===== src/rtl/sd_eis_pkg.sv =====
package sd_eis_pkg;

   // Register addresses on the bus
   localparam int unsigned EIS_ADDR_STATUS = 0;
   localparam int unsigned EIS_ADDR_STAT_EN = 1;
   localparam int unsigned EIS_ADDR_SIG_EN = 2;

   // Status bit positions
   localparam int unsigned EIS_BIT_CMD_TMO = 0;
   localparam int unsigned EIS_BIT_CMD_CRC = 1;
   localparam int unsigned EIS_BIT_CMD_END = 2;
   localparam int unsigned EIS_BIT_CMD_IDX = 3;
   localparam int unsigned EIS_BIT_DAT_TMO = 4;
   localparam int unsigned EIS_BIT_DAT_CRC = 5;
   localparam int unsigned EIS_BIT_DAT_END = 6;
   localparam int unsigned EIS_BIT_PWR_LIM = 7;
   localparam int unsigned EIS_BIT_AUTOCMD = 8;
   localparam int unsigned EIS_BIT_DMA = 9;
   localparam int unsigned EIS_BIT_TUNE = 10;

   // Event input index that feeds a given status bit (the auto-command bit has none)
   function automatic int unsigned eis_evt_index(input int unsigned bit_pos,
                                                 input int unsigned acmd_pos);
      return (bit_pos < acmd_pos) ? bit_pos : bit_pos - 1;
   endfunction

endpackage


===== src/rtl/sd_eis_acmd_edge.sv =====
module sd_eis_acmd_edge #(
   parameter int unsigned ACMD_W = 5
) (
   input  logic              clk,
   input  logic              rst_n,
   input  logic [ACMD_W-1:0] vec_i,
   output logic              rise_o
);

   logic [ACMD_W-1:0] prev_q;

   always_ff @(posedge clk or negedge rst_n) begin
      if (!rst_n) begin
         prev_q <= '0;
      end else begin
         prev_q <= vec_i;
      end
   end

   // Any bit that is now high but was low one sample ago
   assign rise_o = |(vec_i & ~prev_q);

endmodule


===== src/rtl/sd_eis_status_bits.sv =====
module sd_eis_status_bits #(
   parameter int unsigned STAT_BITS = 11,
   parameter int unsigned NUM_EVT   = 10,
   parameter int unsigned ACMD_BIT  = 8
) (
   input  logic                 clk,
   input  logic                 rst_n,
   input  logic [NUM_EVT-1:0]   evt_i,
   input  logic                 acmd_rise_i,
   input  logic [STAT_BITS-1:0] stat_en_i,
   input  logic [STAT_BITS-1:0] clr_i,
   output logic [STAT_BITS-1:0] set_o,
   output logic [STAT_BITS-1:0] status_o
);
   import sd_eis_pkg::*;

   if (NUM_EVT + 1 != STAT_BITS) begin : g_bad_evt
      $error("sd_eis_status_bits: NUM_EVT must equal STAT_BITS-1");
   end

   for (genvar b = 0; b < STAT_BITS; b++) begin : g_bit
      logic raw;
      logic q;

      if (b == ACMD_BIT) begin : g_src_acmd
         assign raw = acmd_rise_i;
      end else begin : g_src_evt
         localparam int unsigned EI = eis_evt_index(b, ACMD_BIT);
         assign raw = evt_i[EI];
      end

      assign set_o[b] = raw & stat_en_i[b];

      // A set in the same cycle as a clear wins
      always_ff @(posedge clk or negedge rst_n) begin
         if (!rst_n) begin
            q <= 1'b0;
         end else begin
            q <= (q & ~clr_i[b]) | set_o[b];
         end
      end

      assign status_o[b] = q;
   end

endmodule


===== src/rtl/sd_eis_irq_gen.sv =====
module sd_eis_irq_gen #(
   parameter int unsigned STAT_BITS = 11,
   parameter bit          IRQ_REG   = 1'b1
) (
   input  logic                 clk,
   input  logic                 rst_n,
   input  logic [STAT_BITS-1:0] status_i,
   input  logic [STAT_BITS-1:0] sig_en_i,
   output logic                 irq_o
);

   logic any_hit;

   assign any_hit = |(status_i & sig_en_i);

   if (IRQ_REG) begin : g_flop
      logic irq_q;
      always_ff @(posedge clk or negedge rst_n) begin
         if (!rst_n) begin
            irq_q <= 1'b0;
         end else begin
            irq_q <= any_hit;
         end
      end
      assign irq_o = irq_q;
   end else begin : g_comb
      assign irq_o = any_hit;
   end

endmodule


===== src/rtl/sd_err_irq_status.sv =====
module sd_err_irq_status #(
   parameter int unsigned DATA_W    = 16,
   parameter int unsigned ADDR_W    = 2,
   parameter int unsigned STAT_BITS = 11,
   parameter int unsigned ACMD_W    = 5,
   parameter int unsigned ACMD_BIT  = 8,
   parameter bit          IRQ_REG   = 1'b1,
   localparam int unsigned NUM_EVT  = STAT_BITS - 1
) (
   input  logic               clk,
   input  logic               rst_n,
   input  logic               wr_en,
   input  logic               rd_en,
   input  logic [ADDR_W-1:0]  addr,
   input  logic [DATA_W-1:0]  wr_data,
   output logic [DATA_W-1:0]  rd_data,
   input  logic [NUM_EVT-1:0] err_evt,
   input  logic [ACMD_W-1:0]  acmd_err,
   output logic               irq
);
   import sd_eis_pkg::*;

   // Elaboration-time parameter checks
   if (STAT_BITS > DATA_W) begin : g_bad_width
      $error("sd_err_irq_status: STAT_BITS exceeds DATA_W");
   end
   if (ACMD_BIT >= STAT_BITS) begin : g_bad_acmd
      $error("sd_err_irq_status: ACMD_BIT outside the status word");
   end
   if (STAT_BITS < 2) begin : g_bad_bits
      $error("sd_err_irq_status: at least two status bits required");
   end
   if ((1 << ADDR_W) <= EIS_ADDR_SIG_EN) begin : g_bad_addr
      $error("sd_err_irq_status: ADDR_W too small for the register set");
   end

   localparam logic [ADDR_W-1:0] A_STATUS = ADDR_W'(EIS_ADDR_STATUS);
   localparam logic [ADDR_W-1:0] A_STATEN = ADDR_W'(EIS_ADDR_STAT_EN);
   localparam logic [ADDR_W-1:0] A_SIGEN  = ADDR_W'(EIS_ADDR_SIG_EN);

   logic [DATA_W-1:0]    stat_en_q;
   logic [DATA_W-1:0]    sig_en_q;
   logic [STAT_BITS-1:0] status_q;
   logic [STAT_BITS-1:0] set_vec;
   logic [STAT_BITS-1:0] clr_vec;
   logic                 acmd_rise;
   logic                 wr_status;

   // Mask registers
   always_ff @(posedge clk or negedge rst_n) begin
      if (!rst_n) begin
         stat_en_q <= '0;
         sig_en_q  <= '0;
      end else if (wr_en) begin
         if (addr == A_STATEN) stat_en_q <= wr_data;
         if (addr == A_SIGEN)  sig_en_q  <= wr_data;
      end
   end

   // Write-1-to-clear strobe for the status word
   assign wr_status = wr_en && (addr == A_STATUS);
   assign clr_vec   = wr_status ? wr_data[STAT_BITS-1:0] : '0;

   sd_eis_acmd_edge #(
      .ACMD_W (ACMD_W)
   ) u_acmd_edge (
      .clk    (clk),
      .rst_n  (rst_n),
      .vec_i  (acmd_err),
      .rise_o (acmd_rise)
   );

   sd_eis_status_bits #(
      .STAT_BITS (STAT_BITS),
      .NUM_EVT   (NUM_EVT),
      .ACMD_BIT  (ACMD_BIT)
   ) u_status (
      .clk         (clk),
      .rst_n       (rst_n),
      .evt_i       (err_evt),
      .acmd_rise_i (acmd_rise),
      .stat_en_i   (stat_en_q[STAT_BITS-1:0]),
      .clr_i       (clr_vec),
      .set_o       (set_vec),
      .status_o    (status_q)
   );

   sd_eis_irq_gen #(
      .STAT_BITS (STAT_BITS),
      .IRQ_REG   (IRQ_REG)
   ) u_irq (
      .clk      (clk),
      .rst_n    (rst_n),
      .status_i (status_q),
      .sig_en_i (sig_en_q[STAT_BITS-1:0]),
      .irq_o    (irq)
   );

   // Read mux; unimplemented status bits and unused addresses read 0
   always_comb begin
      rd_data = '0;
      if (rd_en) begin
         case (addr)
            A_STATUS: rd_data = DATA_W'(status_q);
            A_STATEN: rd_data = stat_en_q;
            A_SIGEN:  rd_data = sig_en_q;
            default:  rd_data = '0;
         endcase
      end
   end

endmodule


===== config.mk =====
export PLATFORM = sky130hd
export DESIGN_NAME = sd_err_irq_status
export DESIGN_NICKNAME = d
export VERILOG_FILES = /design/src/rtl/sd_eis_pkg.sv /design/src/rtl/sd_eis_acmd_edge.sv /design/src/rtl/sd_eis_status_bits.sv /design/src/rtl/sd_eis_irq_gen.sv /design/src/rtl/sd_err_irq_status.sv
export SDC_FILE = /design/constraint.sdc
export NUM_CORES = 1
export LEC_CHECK = 0
export ABC_AREA = 1
export BUFFER_PORTS_ARGS = -buffer_cell sky130_fd_sc_hd__buf_2
export CORE_MARGIN = 3
export CORE_UTILIZATION = 43
export CTS_CLUSTER_SIZE = 10
export DETAILED_ROUTE_END_ITERATION = 8
export GPL_ROUTABILITY_DRIVEN = 0
export PLACE_DENSITY_LB_ADDON = 0.25
export SLEW_MARGIN = 15
export SYNTH_ARGS = -nofsm -noshare
export SYNTH_HDL_FRONTEND = slang
export SYNTH_HIERARCHICAL = 1
export SYNTH_SLANG_ARGS = --single-unit

===== constraint.sdc =====
create_clock -name clk -period 1.55 [get_ports clk]
set_input_delay 0.31 -clock clk [delete_from_list [all_inputs] [get_ports clk]]
set_output_delay 0.31 -clock clk [all_outputs]
set_load 0.01 [all_outputs]

==> reports/metrics.yaml <==
clock_latency_ns: 0.30
grt_max_degree: 50
design_area_um2: 3030
totalWireLength_mm: 5.69
routed_via_density: 4.78
place_area_um2: 2890
fin_crit_ns: 1.46
row_count: 27
clock-root-buffer: "clkbuf_8"
crit_fanout: 12
cp-startpoint: "addr[0]"
antenna_found_initial: 0
drtAntennaViolNets: 0
diodes: 0
p_leak_nw: 1.68
fmax_ghz: 0.684
detail_route.wl_per_cell_um: 12.5
h-tree-depth: 2
outcome: "finished clean"
drt_iter0_markers: 210
start_util_pct: 46.0
max-vdd-ir-drop_v: 0.000536
layout.nets: 419
critPathRequiredTime_ns: 1.24
rr_startpoint: "u_status/g_bit[0].q$_DFF_PN0_"
core-area_um2: 5710
synth_fp_nets: 370
timing_hold_violations_final: 0
avgSynthCellArea_um2: 7.88
post-route-period-util_pct: 94.3
p_sw_share_pct: 29.6
cts_tree: "built"
endpoint: "rd_data[15]"
finalSetupViolCount: 0
remaining_drc_errors: 0
combinationalPowerShare_pct: 20.4
reg2reg_to: "u_irq/irq_o$_DFF_PN0_"
slew_viol_final: 0
clock_skew_ns: 0.00522
min_path_type: "input port to flip-flop"
worstRegToRegCells: 4
rrSetupSlack_ns: 0.67
grt_pass1_wl_mm: 9.89
syn_area_um2: 2620
internal_power_mw: 2.29
pwr-share-clk_pct: 29.5
die_h_um: 84.1
syn_inst: 333
crit_path_start_kind: "input port"
crit_arrival_ns: 1.15
worstSetupPathType: "input port to primary output"
die_w_um: 84.1
cts_made_buffers: 5
drv_cap: 0
place.port_buffers: 53
yosys_warnings: 6
grt_use_total_pct: 17.3
p_sw_mw: 0.963
powerDensity_nw_per_um2: 1070
grt_pass1_vias: 2125
grt_setup_unrepaired: "yes"
worst_pin_slew_ns: 0.457
cts.sinks: 49
p_seq_share_pct: 50.1
io_pins: 54
relSlewSlack_pct: 69.5
hpwl_mm: 4.04
cts_buffer_depth: 2
synthToLayoutAreaGrowth_pct: 15.6
drive_gt1_share_pct: 30.0
fin_hold_ws_ns: 0.119
grt_overflow: 0
dr_total_vias: 2176
tns_ns: 0
firstDrtPassIters: 4
end_kind: "primary output"
dieArea_um2: 7080
clk_pin_slew_ns: 0.09
## worst min-delay path by stage
stage | cells past startpoint | start | to | slack, ns
5_1_grt | 1 | acmd_err[3] | u_acmd_edge/prev_q[3]$_DFF_PN0_ | 0.11
3_3_place_gp | 2 | rst_n | u_acmd_edge/prev_q[4]$_DFF_PN0_ | 0.32
2_1_floorplan | 0 | rst_n | sig_en_q[0]$_DFFE_PN0P_ | 0.01
4_1_cts | 1 | acmd_err[3] | u_acmd_edge/prev_q[3]$_DFF_PN0_ | 0.11
3_5_place_dp | 2 | rst_n | u_acmd_edge/prev_q[2]$_DFF_PN0_ | 0.32
6_report | 1 | acmd_err[3] | u_acmd_edge/prev_q[3]$_DFF_PN0_ | 0.12
## final cells by class
type	instances	area (µm²)
fill	569	2680
multi-input combinational	212	1040
clock inverter	2	37.5
clock buffer	6	82.6
sequential	49	1230
tap	72	90.1
inverter	48	183
timing repair buffer	66	378
## flip-flops by register name (all words and copies together), names as in the netlist
register            count
stat_en_q              16
sig_en_q               16
u_irq/irq_o             1
u_acmd_edge/prev_q      5
u_status/g_bit.q       11
## metal layers
layer	vias to the layer above	track usage [%]	part of all wire (%)
met2	66	28.4	46
met5	-	0	0
met1	992	23.3	45
li1	1109	-	-
met4	0	5.70	1.5
met3	9	3.06	6.7
## timing repair
item / 4_1_cts / 5_1_grt
buffers inserted: 0 / 1
endpoints found under the hold margin: 49 / 0
gates resized for setup: 0 / 3
hold buffers: 1 / 0
setup endpoints to repair: 0 / 4
## per-stage QoR
stage          utilization [%]  power [mW]  worst slack (ns)  cells
2_1_floorplan                -        2.16             0.349    333
3_3_place_gp              50.6        2.30            0.0879    445
3_5_place_dp              50.6        2.32            0.0512    445
4_1_cts                   52.9        3.28            0.0592    454
5_1_grt                   53.1        3.46          -0.00451    455
6_report                  53.1        3.25            0.0886    455
## layout by cell type (no fill, tap or decap), drive strengths merged
cell	count
dlygate4sd3	1
nand2	121
inv	48
bufinv	1
nor2	19
a21oi	5
nand3	34
buf	65
o21ai	33
clkbuf	6
clkinvlp	1
dfrtp	49
## power groups by stage
stage,combinational (mW),clock [mW],sequential [mW]
after floorplan,0.556,0,1.60
after global placement,0.654,0,1.64
after detailed placement,0.669,0,1.65
after CTS,0.672,0.986,1.63
after global routing,0.770,1.03,1.66
final,0.663,0.958,1.63
## critical path: stages
cell and delay [ns]:
buf_2 0.13, inv_2 0.12, nor2_4 0.20, nand2_1 0.08, a21oi_1 0.16, buf_2 0.15
No activity file was read; power rests on OpenSTA's default activity.
